$ cat src/rtl/mpx_tx_pkg.sv
package mpx_tx_pkg;
  localparam int DATA_W     = 8;
  localparam int FRAME_BITS = DATA_W + 3;
  localparam int IDX_W      = $clog2(FRAME_BITS);

  localparam logic ADDR_DATA = 1'b0;
  localparam logic ADDR_STAT = 1'b1;

  localparam int ST_EMPTY = 0;
  localparam int ST_DONE  = 1;
  localparam int ST_RXMP  = 2;
  localparam int ST_TXMP  = 3;

  // character image, bit 0 goes out first
  function automatic logic [FRAME_BITS-1:0] build_frame(input logic [DATA_W-1:0] d,
                                                        input logic mp);
    return {1'b1, mp, d, 1'b0};
  endfunction
endpackage

$ cat src/rtl/mpx_tx_status.sv
module mpx_tx_status
  import mpx_tx_pkg::*;
(
  input  logic              clk,
  input  logic              rst_n,
  input  logic              tx_off,
  input  logic              rx_en,
  input  logic              rx_mpb,
  input  logic              rx_mpb_valid,
  input  logic              stat_rd,
  input  logic              stat_wr,
  input  logic [DATA_W-1:0] wdata,
  input  logic              load_evt,
  input  logic              fin_evt,
  output logic              empty_q,
  output logic              done_q,
  output logic              rxmp_q,
  output logic              txmp_q,
  output logic              armed_q,
  output logic              sw_clear
);
  // clear is honoured only after empty was seen as 1
  assign sw_clear = stat_wr && armed_q && !wdata[ST_EMPTY];

  always_ff @(posedge clk or negedge rst_n) begin
    if (!rst_n) begin
      empty_q <= 1'b1;
      done_q  <= 1'b1;
      rxmp_q  <= 1'b0;
      txmp_q  <= 1'b0;
      armed_q <= 1'b0;
    end else begin
      if (sw_clear)      empty_q <= 1'b0;
      else if (load_evt) empty_q <= 1'b1;

      if (tx_off)                   done_q <= 1'b1;
      else if (sw_clear)            done_q <= 1'b0;
      else if (fin_evt && empty_q)  done_q <= 1'b1;

      if (stat_wr)                  armed_q <= 1'b0;
      else if (stat_rd && empty_q)  armed_q <= 1'b1;

      if (stat_wr) txmp_q <= wdata[ST_TXMP];

      if (rx_en && rx_mpb_valid) rxmp_q <= rx_mpb;
    end
  end
endmodule

$ cat src/rtl/mpx_tx_shifter.sv
module mpx_tx_shifter
  import mpx_tx_pkg::*;
#(
  parameter int BIT_CYCLES = 16
) (
  input  logic              clk,
  input  logic              rst_n,
  input  logic              tx_on,
  input  logic              full,
  input  logic [DATA_W-1:0] data,
  input  logic              mp,
  output logic              load_evt,
  output logic              fin_evt,
  output logic              txd
);
  localparam int CYC_W = (BIT_CYCLES > 1) ? $clog2(BIT_CYCLES) : 1;
  localparam logic [CYC_W-1:0] CYC_LAST = CYC_W'(BIT_CYCLES - 1);
  localparam logic [IDX_W-1:0] IDX_LAST = IDX_W'(FRAME_BITS - 1);

  logic [CYC_W-1:0]      cyc_q;
  logic [IDX_W-1:0]      idx_q;
  logic                  busy_q;
  logic [FRAME_BITS-1:0] frame_q;
  logic                  bit_end;

  assign bit_end  = (cyc_q == CYC_LAST);
  assign fin_evt  = busy_q && bit_end && (idx_q == IDX_LAST);
  assign load_evt = tx_on && full && (!busy_q || fin_evt);
  assign txd      = busy_q ? frame_q[idx_q] : 1'b1;

  always_ff @(posedge clk or negedge rst_n) begin
    if (!rst_n) begin
      busy_q  <= 1'b0;
      cyc_q   <= '0;
      idx_q   <= '0;
      frame_q <= '1;
    end else if (!tx_on) begin
      busy_q <= 1'b0;
      cyc_q  <= '0;
      idx_q  <= '0;
    end else if (load_evt) begin
      busy_q  <= 1'b1;
      cyc_q   <= '0;
      idx_q   <= '0;
      frame_q <= build_frame(data, mp);
    end else if (fin_evt) begin
      busy_q <= 1'b0;
    end else if (busy_q) begin
      if (bit_end) begin
        cyc_q <= '0;
        idx_q <= idx_q + 1'b1;
      end else begin
        cyc_q <= cyc_q + 1'b1;
      end
    end
  end
endmodule

$ cat src/rtl/mpx_uart_tx.sv
module mpx_uart_tx
  import mpx_tx_pkg::*;
#(
  parameter int BIT_CYCLES = 16
) (
  input  logic              clk,
  input  logic              rst_n,
  input  logic              bus_addr,
  input  logic              bus_rd,
  input  logic              bus_wr,
  input  logic [DATA_W-1:0] bus_wdata,
  output logic [DATA_W-1:0] bus_rdata,
  input  logic              tx_en,
  input  logic              rx_en,
  input  logic              standby,
  input  logic              rx_mpb,
  input  logic              rx_mpb_valid,
  output logic              txd
);
  logic              stat_rd, stat_wr, data_wr, tx_off;
  logic              load_evt, fin_evt, sw_clear;
  logic              empty_q, done_q, rxmp_q, txmp_q, armed_q;
  logic [DATA_W-1:0] hold_q;

  assign stat_rd = bus_rd && (bus_addr == ADDR_STAT);
  assign stat_wr = bus_wr && (bus_addr == ADDR_STAT);
  assign data_wr = bus_wr && (bus_addr == ADDR_DATA);
  assign tx_off  = !tx_en || standby;

  always_ff @(posedge clk or negedge rst_n) begin
    if (!rst_n)       hold_q <= '0;
    else if (data_wr) hold_q <= bus_wdata;
  end

  always_comb begin
    bus_rdata = '0;
    if (bus_addr == ADDR_DATA) begin
      bus_rdata = hold_q;
    end else begin
      bus_rdata[ST_EMPTY] = empty_q;
      bus_rdata[ST_DONE]  = done_q;
      bus_rdata[ST_RXMP]  = rxmp_q;
      bus_rdata[ST_TXMP]  = txmp_q;
    end
  end

  mpx_tx_status u_status (
    .clk          (clk),
    .rst_n        (rst_n),
    .tx_off       (tx_off),
    .rx_en        (rx_en),
    .rx_mpb       (rx_mpb),
    .rx_mpb_valid (rx_mpb_valid),
    .stat_rd      (stat_rd),
    .stat_wr      (stat_wr),
    .wdata        (bus_wdata),
    .load_evt     (load_evt),
    .fin_evt      (fin_evt),
    .empty_q      (empty_q),
    .done_q       (done_q),
    .rxmp_q       (rxmp_q),
    .txmp_q       (txmp_q),
    .armed_q      (armed_q),
    .sw_clear     (sw_clear)
  );

  mpx_tx_shifter #(.BIT_CYCLES(BIT_CYCLES)) u_shift (
    .clk      (clk),
    .rst_n    (rst_n),
    .tx_on    (!tx_off),
    .full     (!empty_q),
    .data     (hold_q),
    .mp       (txmp_q),
    .load_evt (load_evt),
    .fin_evt  (fin_evt),
    .txd      (txd)
  );
endmodule

$ cat config.mk
export PLATFORM = sky130hd
export DESIGN_NAME = mpx_uart_tx
export DESIGN_NICKNAME = d
export VERILOG_FILES = /design/src/rtl/mpx_tx_pkg.sv /design/src/rtl/mpx_tx_status.sv /design/src/rtl/mpx_tx_shifter.sv /design/src/rtl/mpx_uart_tx.sv
export SDC_FILE = /design/constraint.sdc
export NUM_CORES = 1
export LEC_CHECK = 0
export ABC_AREA = 0
export BUFFER_PORTS_ARGS = -buffer_cell sky130_fd_sc_hd__buf_2
export CAP_MARGIN = 20
export CELL_PAD_IN_SITES_DETAIL_PLACEMENT = 1
export CELL_PAD_IN_SITES_GLOBAL_PLACEMENT = 1
export CORE_MARGIN = 5
export CORE_UTILIZATION = 44
export DETAILED_ROUTE_END_ITERATION = 8
export PLACE_DENSITY_LB_ADDON = 0.1
export SLEW_MARGIN = 20
export SYNTH_ARGS = -nofsm -noshare
export SYNTH_HDL_FRONTEND = slang
export SYNTH_SLANG_ARGS = --single-unit
$ cat constraint.sdc
create_clock -name clk -period 2.61 [get_ports clk]
set_clock_uncertainty 0.15 [all_clocks]
set_input_delay 0.522 -clock clk [delete_from_list [all_inputs] [get_ports clk]]
set_output_delay 0.522 -clock clk [all_outputs]
set_load 0.01 [all_outputs]
==> impl_metrics.ini <==
[critical_path]
cp_slowest_cell = or4b_2
path_cells = inv_1 > a21oi_1 > or4b_2 > o211ai_1 > buf_2
critPathKind = reg -> out
crit_fanout = 6
endpoint_kind = output pin
required_ps = 1940
reg2reg_depth = 6
worstPathArrival_ps = 1820
start_kind = flop
critPathMaxStageDelay_ps = 630

[timing]
finalSetupTns_ps = 0
finalSetupViolations = 0
slew_headroom_pct = 52.3
grt_setup_unrepaired = false
hold_viol_final = 0
whs_ps = 144
min_period_over_period_pct = 95.6
worstMarginPinSlew_ps = 715
layout_min_cycle_time_ps = 2500
clock.fmax_mhz = 401
fin_ws_ps = 114
maxSlewViolCount = 0

[synthesis]
synth-edff-count = 0
synth-async-reset-ratio_pct = 100
netlist_instances = 132
yosysTopAreaCellShare_pct = 30.6
synth_largest_area_cell = dfrtp_1
syn_nets = 153
synthesis.area_sq_um = 1640
synthTopCellsByArea = dfrtp_1, dfstp_2, mux2_2
ys_seq_elements = 32
yosys_warnings = 0
ys_types = 38
syn_area_per_cell_sq_um = 12.4
ys.flop_type = dfrtp_1
seq_area_frac_synth_pct = 49.8

[cts]
cts_max_level = 2
cts_setup_buffers = 0
clk_pin_slew_ps = 70
cts-buffers-inserted = 5
cts_tree = done
ctsLongestPathBuffers = 2
clk_latency_ps = 280
ctsRootBufferMaster = clkbuf_8
ctsResizeCount = 0
clock_sinks = 32
hold_buffers = 0

[global_routing]
antenna_found_initial = 0
overflow = 0
grt_pass1_vias = 1296
grt.total_usage_pct = 15.7
grt_max_degree = 33
grt_pass1_wl_um = 6190

[final_layout]
insertedDiodeCount = 0
register_area_sq_um = 817
fill_cells = 398
multi_input_area_sq_um = 781
fin_nets = 182
drive_above_1_share_pct = 50.0
syn_to_final_growth_pct = 16.1
final_area_sq_um = 1900

[floorplanning]
dieWidth_um = 71.0
io_pins = 27
die-area_sq_um = 5040
die_h_um = 71.0
num_rows = 22
initial_core_util_pct = 45.0
core_area_sq_um = 3630

[place]
dpl.hpwl_um = 2620
dpl_cell_area_sq_um = 1810
port_buffers = 26
place_ws_ps = 387
routabilityCongestion = 0.738

[route]
first_iter_violations = 56
drt_first_pass_iters = 3
vias_per_cell = 5.41
wirelength_um = 3550
vias = 1137
drtAntennaViolNets = 0
drc = 0
wl_per_cell_um = 16.9

[power_and_ir_drop]
ir_drop_v = 0.000438
finalPower_mw = 1.35
powerDensity_nw_per_um2 = 712
p_leak_nw = 0.823

[run]
cap_violations = 0

[worst_hold_path]
worstHoldPathType = in -> async

[status]
status = finished clean
cells by family after synthesis:
kind of cell | Yosys count | share of synthesized area [%]
multiplexers | 28 | 20.4
AO/OA/AOI/OAI | 25 | 10.9
buffers and inverters | 8 | 2.45
AND/OR/NAND/NOR | 36 | 14.1
adder cells (fa/ha/maj) | 3 | 2.29
flip-flops | 32 | 49.8
layer usage:
| metal | GRT usage (%) | wire length (um) |
|---|---|---|
| met4 | 5.85 | 38 |
| met2 | 27.6 | 1880 |
| met1 | 18.0 | 1520 |
| met3 | 4.69 | 112 |
| met5 | 0 | 0 |
through the flow:
stage | instances | utilization (%)
2_1_floorplan | 132 | -
3_3_place_gp | 202 | 49.7
3_5_place_dp | 202 | 49.7
4_1_cts | 210 | 52.2
5_1_grt | 210 | 52.3
6_report | 210 | 52.3
path summary, 6_finish.rpt:
path	from	slack, ps	to
worst max-delay path	u_shift.idx_q[0]	110	txd
worst min-delay path	rst_n	140	u_shift.cyc_q[2]
worst max register to register	u_shift.idx_q[0]	560	u_shift.idx_q[0]
worst min register to register	u_shift.frame_q[0]	350	u_shift.frame_q[0]
max in group asynchronous	rst_n	1670	u_shift.idx_q[0]
min in group clk	bus_wr	300	u_status.armed_q
worst max-delay path, delay by kind of cell, from the launching register on:
kind                   cells  cell delay [ps]
DFF                        1              460
buffers and inverters      2              290
and+or+nand+nor            1              630
AOI/OAI and AO/OA          2              180
cell type report:
class                      count  area share, %
sequential                    32           43.0
multi-input combinational     92           41.1
timing repair buffer          27           7.25
clock buffer                   6           4.35
tap                           48           3.16
inverter                       3          0.593
clock inverter                 2          0.527
registers in the layout, summed over array words and instances, names as in the netlist:
name / flops
hold_q: 8
u_shift.busy_q: 1
u_shift.cyc_q: 4
u_shift.frame_q: 10
u_shift.idx_q: 4
u_status.armed_q: 1
u_status.done_q: 1
u_status.empty_q: 1
u_status.rxmp_q: 1
u_status.txmp_q: 1
cells in the mapped netlist (3+ instances only):
cell and instances:
nor2_1 5, dfrtp_1 20, o211ai_1 5, nand3_1 7, ha_1 3, mux2_2 23, mux2i_1 3, nor2b_1 6
a21oi_1 7, inv_1 3, nand2_1 3, dfstp_2 12, a31oi_1 3
layout by cell type, fill, tap and decap left out, drive strengths merged:
| cell type | count |
|---|---|
| a31oi | 3 |
| a21boi | 1 |
| nor2 | 5 |
| mux2i | 3 |
| and2 | 2 |
| nand2 | 4 |
| or4b | 1 |
| nand3b | 1 |
| inv | 3 |
| ha | 3 |
| buf | 27 |
| o22ai | 1 |
| nor3b | 1 |
| and4b | 1 |
| nor2b | 6 |
| or3 | 1 |
| mux2 | 23 |
| and3 | 1 |
| or2 | 1 |
| nand3 | 7 |
| nor3 | 1 |
| nand4 | 1 |
| mux4 | 2 |
| dfrtp | 20 |
| a2111oi | 1 |
| a211oi | 1 |
| o211ai | 5 |
| dfstp | 12 |
| clkinv | 2 |
| and3b | 1 |
| a21oi | 7 |
| nand2b | 2 |
| o311ai | 2 |
| clkbuf | 6 |
| o21ai | 4 |
where the power goes:
part	internal (mW)	switching, mW	total [mW]
clock	0.210	0.183	0.394
sequential	0.652	0.0687	0.720
combinational	0.143	0.0964	0.239
(Power assumes the default switching activity.)
